`src/rtl/bcr_pkg.sv`:
```
`timescale 1ns/1ps
package bcr_pkg;

  typedef logic [6:0] widx_t;

  // word indices of the map
  localparam widx_t W_ID       = 7'd0;
  localparam widx_t W_PROC     = 7'd1;
  localparam widx_t W_OSC      = 7'd2;
  localparam widx_t W_CTRL     = 7'd3;
  localparam widx_t W_STAT     = 7'd4;
  localparam widx_t W_KEY      = 7'd5;
  localparam widx_t W_AUX      = 7'd7;
  localparam widx_t W_MEMCFG   = 7'd8;
  localparam widx_t W_INIT     = 7'd9;
  localparam widx_t W_FLAG     = 7'd12;
  localparam widx_t W_FLAG_CLR = 7'd13;
  localparam widx_t W_NVF      = 7'd14;
  localparam widx_t W_NVF_CLR  = 7'd15;
  localparam widx_t W_IRQ_MSK  = 7'd16;
  localparam widx_t W_IRQ_RAW  = 7'd17;
  localparam widx_t W_IRQ_ENS  = 7'd18;
  localparam widx_t W_IRQ_ENC  = 7'd19;
  localparam widx_t W_SW_SET   = 7'd20;
  localparam widx_t W_SW_CLR   = 7'd21;
  localparam widx_t W_FIQ_MSK  = 7'd24;
  localparam widx_t W_FIQ_RAW  = 7'd25;
  localparam widx_t W_FIQ_ENS  = 7'd26;
  localparam widx_t W_FIQ_ENC  = 7'd27;
  localparam widx_t W_VOLT_LO  = 7'd32;
  localparam widx_t W_VOLT_HI  = 7'd35;

  localparam logic [31:0] ID_WORD     = 32'h411A3001;
  localparam logic [31:0] STAT_WORD   = 32'h00100000;
  localparam logic [15:0] UNLOCK_KEY  = 16'hA05F;
  localparam logic [31:0] OSC_RST     = 32'h01000048;
  localparam logic [31:0] AUX_RST     = 32'h0007FEFF;
  localparam logic [31:0] INIT_RST    = 32'h00000112;
  localparam logic [31:0] MEMCFG_BASE = 32'h00011122;
  localparam int unsigned CTRL_RESET_BIT = 3;

  function automatic logic [7:0] size_code(input int unsigned mb);
    if (mb >= 256)     return 8'h10;
    else if (mb >= 128) return 8'h0C;
    else if (mb >= 64)  return 8'h08;
    else if (mb >= 32)  return 8'h04;
    else                return 8'h00;
  endfunction

  function automatic logic [7:0] size_byte(input int unsigned mb);
    if (mb >= 256)     return 8'd64;
    else if (mb >= 128) return 8'd32;
    else if (mb >= 64)  return 8'd16;
    else if (mb >= 32)  return 8'd4;
    else                return 8'd2;
  endfunction

  // presence-detect ROM; the final byte depends on memory size
  function automatic logic [7:0] pd_byte(input logic [4:0] i, input logic [7:0] last);
    case (i)
      5'd0:  return 8'h80;
      5'd1:  return 8'h08;
      5'd2:  return 8'h04;
      5'd3:  return 8'h0B;
      5'd4:  return 8'h09;
      5'd5:  return 8'h01;
      5'd6:  return 8'h40;
      5'd8:  return 8'h02;
      5'd9:  return 8'hA0;
      5'd10: return 8'hA0;
      5'd13: return 8'h08;
      5'd15: return 8'h01;
      5'd16: return 8'h0E;
      5'd17: return 8'h04;
      5'd18: return 8'h1C;
      5'd19: return 8'h01;
      5'd20: return 8'h02;
      5'd21: return 8'h20;
      5'd22: return 8'hC0;
      5'd27: return 8'h30;
      5'd28: return 8'h28;
      5'd29: return 8'h30;
      5'd30: return 8'h28;
      5'd31: return last;
      default: return 8'h00;
    endcase
  endfunction

endpackage

```
`src/rtl/bcr_decode.sv`:
```
`timescale 1ns/1ps
module bcr_decode
  import bcr_pkg::*;
(
  input  widx_t      word,
  output logic       rd_ok,
  output logic       wr_ok,
  output logic       pd_hit,
  output logic [4:0] pd_idx
);

  logic volt;
  assign volt   = (word >= W_VOLT_LO) && (word <= W_VOLT_HI);
  assign pd_hit = (word[6:5] == 2'b10);
  assign pd_idx = word[4:0];

  always_comb begin
    rd_ok = word[6] || volt ||
            (word inside {W_ID, W_PROC, W_OSC, W_CTRL, W_STAT, W_KEY, W_AUX,
                          W_MEMCFG, W_INIT, W_FLAG, W_NVF, W_IRQ_MSK,
                          W_IRQ_RAW, W_IRQ_ENS, W_SW_SET, W_FIQ_MSK,
                          W_FIQ_RAW, W_FIQ_ENS});
    wr_ok = volt ||
            (word inside {W_OSC, W_CTRL, W_KEY, W_AUX, W_MEMCFG, W_INIT,
                          W_FLAG, W_FLAG_CLR, W_NVF, W_NVF_CLR, W_IRQ_ENS,
                          W_IRQ_ENC, W_SW_SET, W_SW_CLR, W_FIQ_ENS, W_FIQ_ENC});
  end

endmodule

```
`src/rtl/bcr_setclr.sv`:
```
`timescale 1ns/1ps
module bcr_setclr #(
  parameter int unsigned W = 32,
  parameter logic [W-1:0] RST_VAL = '0
) (
  input  logic         clk,
  input  logic         rst,
  input  logic         set_en,
  input  logic         clr_en,
  input  logic [W-1:0] data,
  output logic [W-1:0] q
);

  logic [W-1:0] set_bits, clr_bits;
  assign set_bits = set_en ? data : '0;
  assign clr_bits = clr_en ? data : '0;

  always_ff @(posedge clk) begin
    if (rst) q <= RST_VAL;
    else     q <= (q | set_bits) & ~clr_bits;
  end

  AST_CLEAR_TAKES: assert property (@(posedge clk) disable iff (rst)
    clr_en |=> ((q & $past(data)) == '0)) else $error("clear left bits set");

endmodule

```
`src/rtl/bcr_mask_bank.sv`:
```
`timescale 1ns/1ps
module bcr_mask_bank #(
  parameter int unsigned W = 32
) (
  input  logic         clk,
  input  logic         rst,
  input  logic         set_en,
  input  logic         clr_en,
  input  logic [W-1:0] data,
  input  logic [W-1:0] raw,
  output logic [W-1:0] en_q,
  output logic [W-1:0] masked
);

  bcr_setclr #(.W(W), .RST_VAL('0)) u_en (
    .clk(clk), .rst(rst), .set_en(set_en), .clr_en(clr_en),
    .data(data), .q(en_q)
  );

  assign masked = raw & en_q;

  AST_MASK_SET: assert property (@(posedge clk) disable iff (rst)
    set_en && !clr_en |=> ((en_q & $past(data)) == $past(data))) else $error("mask set lost");

endmodule

```
`src/rtl/board_ctrl_regs.sv`:
```
`timescale 1ns/1ps
module board_ctrl_regs
  import bcr_pkg::*;
#(
  parameter int unsigned MEM_SIZE_MB = 128
) (
  input  logic        clk,
  input  logic        rst,
  input  logic        req_valid,
  input  logic        req_write,
  input  logic [8:0]  req_addr,
  input  logic [31:0] req_wdata,
  output logic        rsp_valid,
  output logic [31:0] rsp_rdata,
  output logic        rsp_err,
  output logic        low_ram_sel,
  output logic        led_on,
  output logic        reset_req
);

  localparam logic [7:0]  SZ_CODE    = size_code(MEM_SIZE_MB);
  localparam logic [7:0]  PD_LAST    = size_byte(MEM_SIZE_MB);
  localparam logic [31:0] MEMCFG_RST = MEMCFG_BASE | {24'h0, SZ_CODE};
  localparam logic [31:0] CTRL_KEEP  = ~(32'h1 << CTRL_RESET_BIT);
  localparam int unsigned NCH = 2;  // 0: normal, 1: fast

  widx_t word;
  logic  unused_lo;
  assign word      = req_addr[8:2];
  assign unused_lo = ^req_addr[1:0];

  logic       rd_ok, wr_ok, pd_hit;
  logic [4:0] pd_idx;

  bcr_decode u_dec (
    .word(word), .rd_ok(rd_ok), .wr_ok(wr_ok), .pd_hit(pd_hit), .pd_idx(pd_idx)
  );

  logic wr_fire, rd_fire;
  assign wr_fire = req_valid && req_write && wr_ok;
  assign rd_fire = req_valid && !req_write && rd_ok;

  logic [31:0] osc_q, aux_q, ctrl_q, memcfg_q, init_q;
  logic [15:0] key_q;
  logic        soft_q;
  logic        unlocked;
  assign unlocked = (key_q == UNLOCK_KEY);

  logic osc_we, aux_we, ctrl_we, key_we, memcfg_we, init_we, sw_set, sw_clr;
  assign osc_we    = wr_fire && (word == W_OSC);
  assign aux_we    = wr_fire && (word == W_AUX);
  assign ctrl_we   = wr_fire && (word == W_CTRL);
  assign key_we    = wr_fire && (word == W_KEY);
  assign memcfg_we = wr_fire && (word == W_MEMCFG);
  assign init_we   = wr_fire && (word == W_INIT);
  assign sw_set    = wr_fire && (word == W_SW_SET) && req_wdata[0];
  assign sw_clr    = wr_fire && (word == W_SW_CLR) && req_wdata[0];

  // flag words: index 0 volatile, index 1 persistent
  logic [1:0]        fl_set, fl_clr;
  logic [1:0][31:0]  fl_q;
  assign fl_set[0] = wr_fire && (word == W_FLAG);
  assign fl_clr[0] = wr_fire && (word == W_FLAG_CLR);
  assign fl_set[1] = wr_fire && (word == W_NVF);
  assign fl_clr[1] = wr_fire && (word == W_NVF_CLR);

  for (genvar g = 0; g < 2; g++) begin : g_flags
    bcr_setclr #(.W(32), .RST_VAL('0)) u_fl (
      .clk(clk), .rst(rst), .set_en(fl_set[g]), .clr_en(fl_clr[g]),
      .data(req_wdata), .q(fl_q[g])
    );
  end

  // interrupt masks, one bank per channel
  logic [31:0]          raw;
  logic [NCH-1:0]       mk_set, mk_clr;
  logic [NCH-1:0][31:0] en_q, masked;
  assign raw       = {31'h0, soft_q};
  assign mk_set[0] = wr_fire && (word == W_IRQ_ENS);
  assign mk_clr[0] = wr_fire && (word == W_IRQ_ENC);
  assign mk_set[1] = wr_fire && (word == W_FIQ_ENS);
  assign mk_clr[1] = wr_fire && (word == W_FIQ_ENC);

  for (genvar c = 0; c < NCH; c++) begin : g_chan
    bcr_mask_bank #(.W(32)) u_mask (
      .clk(clk), .rst(rst), .set_en(mk_set[c]), .clr_en(mk_clr[c]),
      .data(req_wdata), .raw(raw), .en_q(en_q[c]), .masked(masked[c])
    );
  end

  // state registers
  always_ff @(posedge clk) begin
    if (rst) begin
      osc_q     <= OSC_RST;
      aux_q     <= AUX_RST;
      key_q     <= '0;
      ctrl_q    <= '0;
      memcfg_q  <= MEMCFG_RST;
      init_q    <= INIT_RST;
      soft_q    <= 1'b0;
      reset_req <= 1'b0;
    end else begin
      if (osc_we && unlocked) osc_q <= req_wdata;
      if (aux_we && unlocked) aux_q <= req_wdata;
      if (key_we)    key_q    <= req_wdata[15:0];
      if (ctrl_we)   ctrl_q   <= req_wdata & CTRL_KEEP;
      if (memcfg_we) memcfg_q <= req_wdata;
      if (init_we)   init_q   <= req_wdata;
      if (sw_set)      soft_q <= 1'b1;
      else if (sw_clr) soft_q <= 1'b0;
      reset_req <= ctrl_we && req_wdata[CTRL_RESET_BIT];
    end
  end

  assign low_ram_sel = ctrl_q[2];
  assign led_on      = ctrl_q[0];

  // read multiplexer
  logic [31:0] rd_mux;
  always_comb begin
    rd_mux = '0;
    if (pd_hit) begin
      rd_mux = {24'h0, pd_byte(pd_idx, PD_LAST)};
    end else begin
      case (word)
        W_ID:      rd_mux = ID_WORD;
        W_STAT:    rd_mux = STAT_WORD;
        W_OSC:     rd_mux = osc_q;
        W_CTRL:    rd_mux = ctrl_q;
        W_KEY:     rd_mux = {15'h0, unlocked, key_q};
        W_AUX:     rd_mux = aux_q;
        W_MEMCFG:  rd_mux = memcfg_q;
        W_INIT:    rd_mux = init_q;
        W_FLAG:    rd_mux = fl_q[0];
        W_NVF:     rd_mux = fl_q[1];
        W_IRQ_MSK: rd_mux = masked[0];
        W_IRQ_RAW: rd_mux = raw;
        W_IRQ_ENS: rd_mux = en_q[0];
        W_SW_SET:  rd_mux = raw;
        W_FIQ_MSK: rd_mux = masked[1];
        W_FIQ_RAW: rd_mux = raw;
        W_FIQ_ENS: rd_mux = en_q[1];
        default:   rd_mux = '0;
      endcase
    end
  end

  // registered response
  always_ff @(posedge clk) begin
    if (rst) begin
      rsp_valid <= 1'b0;
      rsp_rdata <= '0;
      rsp_err   <= 1'b0;
    end else begin
      rsp_valid <= req_valid;
      rsp_rdata <= rd_fire ? rd_mux : '0;
      rsp_err   <= req_valid && (req_write ? !wr_ok : !rd_ok);
    end
  end

  AST_OSC_GUARD: assert property (@(posedge clk) disable iff (rst)
    !$stable(osc_q) |-> $past(osc_we && unlocked)) else $error("oscillator changed while locked");
  AST_RESET_WITH_CTRL: assert property (@(posedge clk) disable iff (rst)
    reset_req |-> (low_ram_sel == $past(req_wdata[2]))) else $error("reset pulse without control update");
  AST_LED_BY_WRITE: assert property (@(posedge clk) disable iff (rst)
    !$stable(led_on) |-> $past(req_valid && req_write)) else $error("led moved without write");
  AST_ERR_IN_RSP: assert property (@(posedge clk) disable iff (rst)
    rsp_err |-> rsp_valid) else $error("error outside response");
  AST_RSP_NEXT: assert property (@(posedge clk) disable iff (rst)
    req_valid |=> rsp_valid) else $error("response missing");

endmodule

```
`config.mk`:
```
export PLATFORM = sky130hd
export DESIGN_NAME = board_ctrl_regs
export DESIGN_NICKNAME = d
export VERILOG_FILES = /design/src/rtl/bcr_pkg.sv /design/src/rtl/bcr_decode.sv /design/src/rtl/bcr_setclr.sv /design/src/rtl/bcr_mask_bank.sv /design/src/rtl/board_ctrl_regs.sv
export SDC_FILE = /design/constraint.sdc
export NUM_CORES = 1
export LEC_CHECK = 0
export ABC_AREA = 0
export BUFFER_PORTS_ARGS = -buffer_cell sky130_fd_sc_hd__buf_2
export CORE_MARGIN = 2
export CORE_UTILIZATION = 60
export CTS_CLUSTER_SIZE = 25
export DETAILED_ROUTE_END_ITERATION = 8
export HOLD_SLACK_MARGIN = 0.15
export PLACE_DENSITY_LB_ADDON = 0.15
export SETUP_SLACK_MARGIN = 0.2
export SLEW_MARGIN = 20
export SYNTH_ARGS = -nofsm -noshare
export SYNTH_HDL_FRONTEND = slang
export SYNTH_HIERARCHICAL = 1
export SYNTH_SLANG_ARGS = --single-unit
```
`constraint.sdc`:
```
create_clock -name clk -period 6.9 [get_ports clk]
set_clock_uncertainty 0.2 [all_clocks]
set_input_delay 0.345 -clock clk [delete_from_list [all_inputs] [get_ports clk]]
set_output_delay 0.345 -clock clk [all_outputs]
set_load 0.05 [all_outputs]
```
==> results.md <==
* cell area after placement: 16500 µm²
* Initial Util: 0.6089
* largest area contributor in the netlist: dfxtp_1
* Power Dens Cells: 232.2 nW/µm²
* number of enable-type register cells in the synthesized netlist: 0
* Via-to-Cell Ratio: 6.564
* post-synthesis sequential element count: 339
* peak supply drop: 0.2343 mV
* headroom to the max-slew limit: 0.2496
* standard-cell row count: 59
* overall track demand over capacity in global routing: 0.3767
* clock net sink count: 339
* most instantiated flip-flop cell in the synthesis netlist: dfxtp_1
* arrival time worst endpoint: 4.72 ns
* via count of the first global-routing pass: 14267
* synthesis warning total: 6
* area occupied by multi-input gates: 8498 µm²
* total die area: 27680 µm²
* fraction of the yosys area taken by sequential cells: 0.4289
* number of vias after detailed routing: 14855
* portion of total power attributed to the clock network: 0.480
* post-route antenna net violation count: 0
* cell area after synthesis: 15820 µm²
* synth cell count leaders: dfxtp_1, nand2_1, a21oi_1
* Syn-to-layout area delta: 14.63%
* synthesized area per cell: 8.795 µm²
* outcome: complete, no violations
* number of distinct library cells after synthesis: 72
* num ports: 82
* required time of the critical path: 7.14 ns
* # Post-CTS Setup Buffers: 0
* transition time of the tightest slew-check pin: 1.123 ns
* number of antenna violations at the first check in global routing: 2
* CTS buffer count: 37
* Routed Wire Length: 53540 µm
* diode count: 0
* routed wire length per instance: 23.66 µm
* horizontal die dimension: 166.4 µm
* most common cell in the synthesized netlist: dfxtp_1
* TritonCTS clock tree: done
* total leakage power: 6.433 nW
* Async S/R FF share, synth: 0
* Remaining DRCs: 0
* global route total overflow: 0
* root buf cell: clkbuf_16
* global placement routability congestion: 0.8371
* proportion of layout cells with a drive suffix above 1: 0.1769
* cell occurring most often along the worst timing path: buf_4
* path type of the worst min-delay path: input pin to flip-flop
* minimum period implied by the final worst setup slack: 4.480 ns
* Cell Int Power: 3.228 mW
* top post-synthesis cells by area: dfxtp_1, a211oi_2, a21oi_1
* Post-Route Setup TNS: 0 ns
* Worst-Skew Late Latency: 0.53 ns
* switching portion of total power: 0.2337
* maximum cell stage delay along the critical path: 0.80 ns
* sequential cell fraction of total power: 0.465
* Worst setup EP type: flip-flop
* Gate power share: 0.055
* maximum fanout along the worst path: 34
* Sw Pwr: 0.9841 mW
* number of instances in the synthesized netlist: 1799
* fill cell count: 2077
* number of max-capacitance violations reported: 0
* Clock transition at path regs: 0.06 ns
* number of buffers on the longest clock path: 3
* number of port buffers: 79
* ordered list of cells on the worst path: dlygate4sd3_1 > buf_2 > buf_4 > a211oi_1 > a311o_1 > and3_1 > and2_1 > nand3_1 > nor3_2 > buf_4 > a21oi_1 > a211oi_2
* first-pass GRT wire length: 82320 µm
* number of cells on the worst hold path: 4
* number of setup violations in the final report: 0
* area share of the largest cell type after synthesis: 0.4289
* 1st-pass router iterations: 6
* Critical-path top delay cell: nor3_2
* violation count after the first detailed-route iteration: 1983
* sequential cell area: 6787 µm²
* placeable core region: 25980 µm²
* pin count of the biggest net entering global routing: 85
* Detail Placement HPWL: 30230 µm
* H-tree level count: 2
* number of nets at the end of the flow: 1949
* Crit Path Class: input pin to flip-flop
* Achievable Freq: 223.2 MHz
* Final Max Slew Viols: 0
* Die Height: 166.4 µm
* flop-to-flop setup slack: 3.73 ns
* depth of the worst register-to-register path: 5
* kind of launch point of the worst setup path: input pin
* hold violation count in the final report: 0
* setup repair after global routing missed its margin: no
* post-route clock period utilization: 0.6492
* Non-Filler Cell Area, Final: 18140 µm²
## kinds of logic after synthesis
kind of cell | after synthesis | share of synthesized area
AOI/OAI and AO/OA | 643 | 0.3037
and+or+nand+nor | 603 | 0.1842
DFF | 339 | 0.4289
buffers and inverters | 171 | 0.05552
muxes | 37 | 0.02372
adders and majority gates | 4 | 0.003163
other | 1 | 0.0002370
xor gates and xnor gates | 1 | 0.0005537
## power by group through the flow
stage	clock network, mW	logic [mW]	registers (mW)
detailed placement	0	0.205	2.00
global placement	0	0.203	2.00
finish	2.02	0.231	1.96
floorplan	0	0.101	2.01
CTS	2.03	0.221	1.96
global route	2.11	0.242	1.96
## flip-flops by register name, summed over array words and instances (netlist names), 31 cells and up
signal and cells:
aux_q 32, ctrl_q 31, g_chan.u_mask/u_en/q 64, g_flags.u_fl/q 64
init_q 32, memcfg_q 32, osc_q 32, rsp_rdata 32
## worst paths after layout
check / startpoint / to
setup reg to reg: key_q[13] / osc_q[21]
hold / removal: req_addr[5] / rsp_rdata[7]
hold reg to reg: init_q[9] / init_q[9]
setup / recovery: req_addr[4] / g_flags[0].u_fl/q[4]
## final cells by class
type                            instances  share of cell area
Clock buffer                           60             0.06533
Clock inverter                          7            0.003656
Inverter                                8            0.001656
Multi-Input combinational cell       1350              0.4686
Sequential cell                       339              0.3742
Tap cell                              335             0.02311
Timing Repair Buffer                  164             0.06347
## metal layers
metal,up-vias,wire [µm],track usage
li1,6694,-,-
met1,7047,20880,0.4902
met2,903,23960,0.5922
met3,211,5816,0.08317
met4,0,2884,0.1893
met5,-,0,0
## critical path: cells and delay by family
family / cells / cell delay, ns
and+or+nand+nor: 4 / 1.96
buffers and inverters: 4 / 1.62
AOI/OAI and AO/OA: 4 / 0.77
## through the flow
stage	power (mW)	cells	setup slack (ns)	hold WS, ns	util
5_1_grt	4.313	2263	2.297	0.2430	0.6979
2_1_floorplan	2.106	1860	4.141	0.2235	-
6_report	4.212	2263	2.420	0.1889	0.6979
4_1_cts	4.209	2263	2.611	0.1852	0.6979
3_5_place_dp	2.207	2158	2.531	0.2469	0.6352
3_3_place_gp	2.205	2157	2.579	0.2364	0.6344
## placed cells by master, fill, tap and decap left out, types with 39 or more instances in the layout
| cell | netlist | layout |
|---|---|---|
| nor2_1 | 61 | 58 |
| a21oi_1 | 276 | 276 |
| a211oi_2 | 121 | 121 |
| nand2_1 | 332 | 332 |
| a22oi_1 | 94 | 94 |
| buf_4 | 21 | 46 |
| buf_2 | 42 | 78 |
| clkbuf_16 | 0 | 39 |
| and2_1 | 73 | 73 |
| conb_1 | 1 | 62 |
| dfxtp_1 | 339 | 339 |
## timing repair
action	CTS	global route
hold endpoints to repair	306	0
hold buffers	38	0
gates resized for setup	0	0
Power figures use the tool's default switching activity.
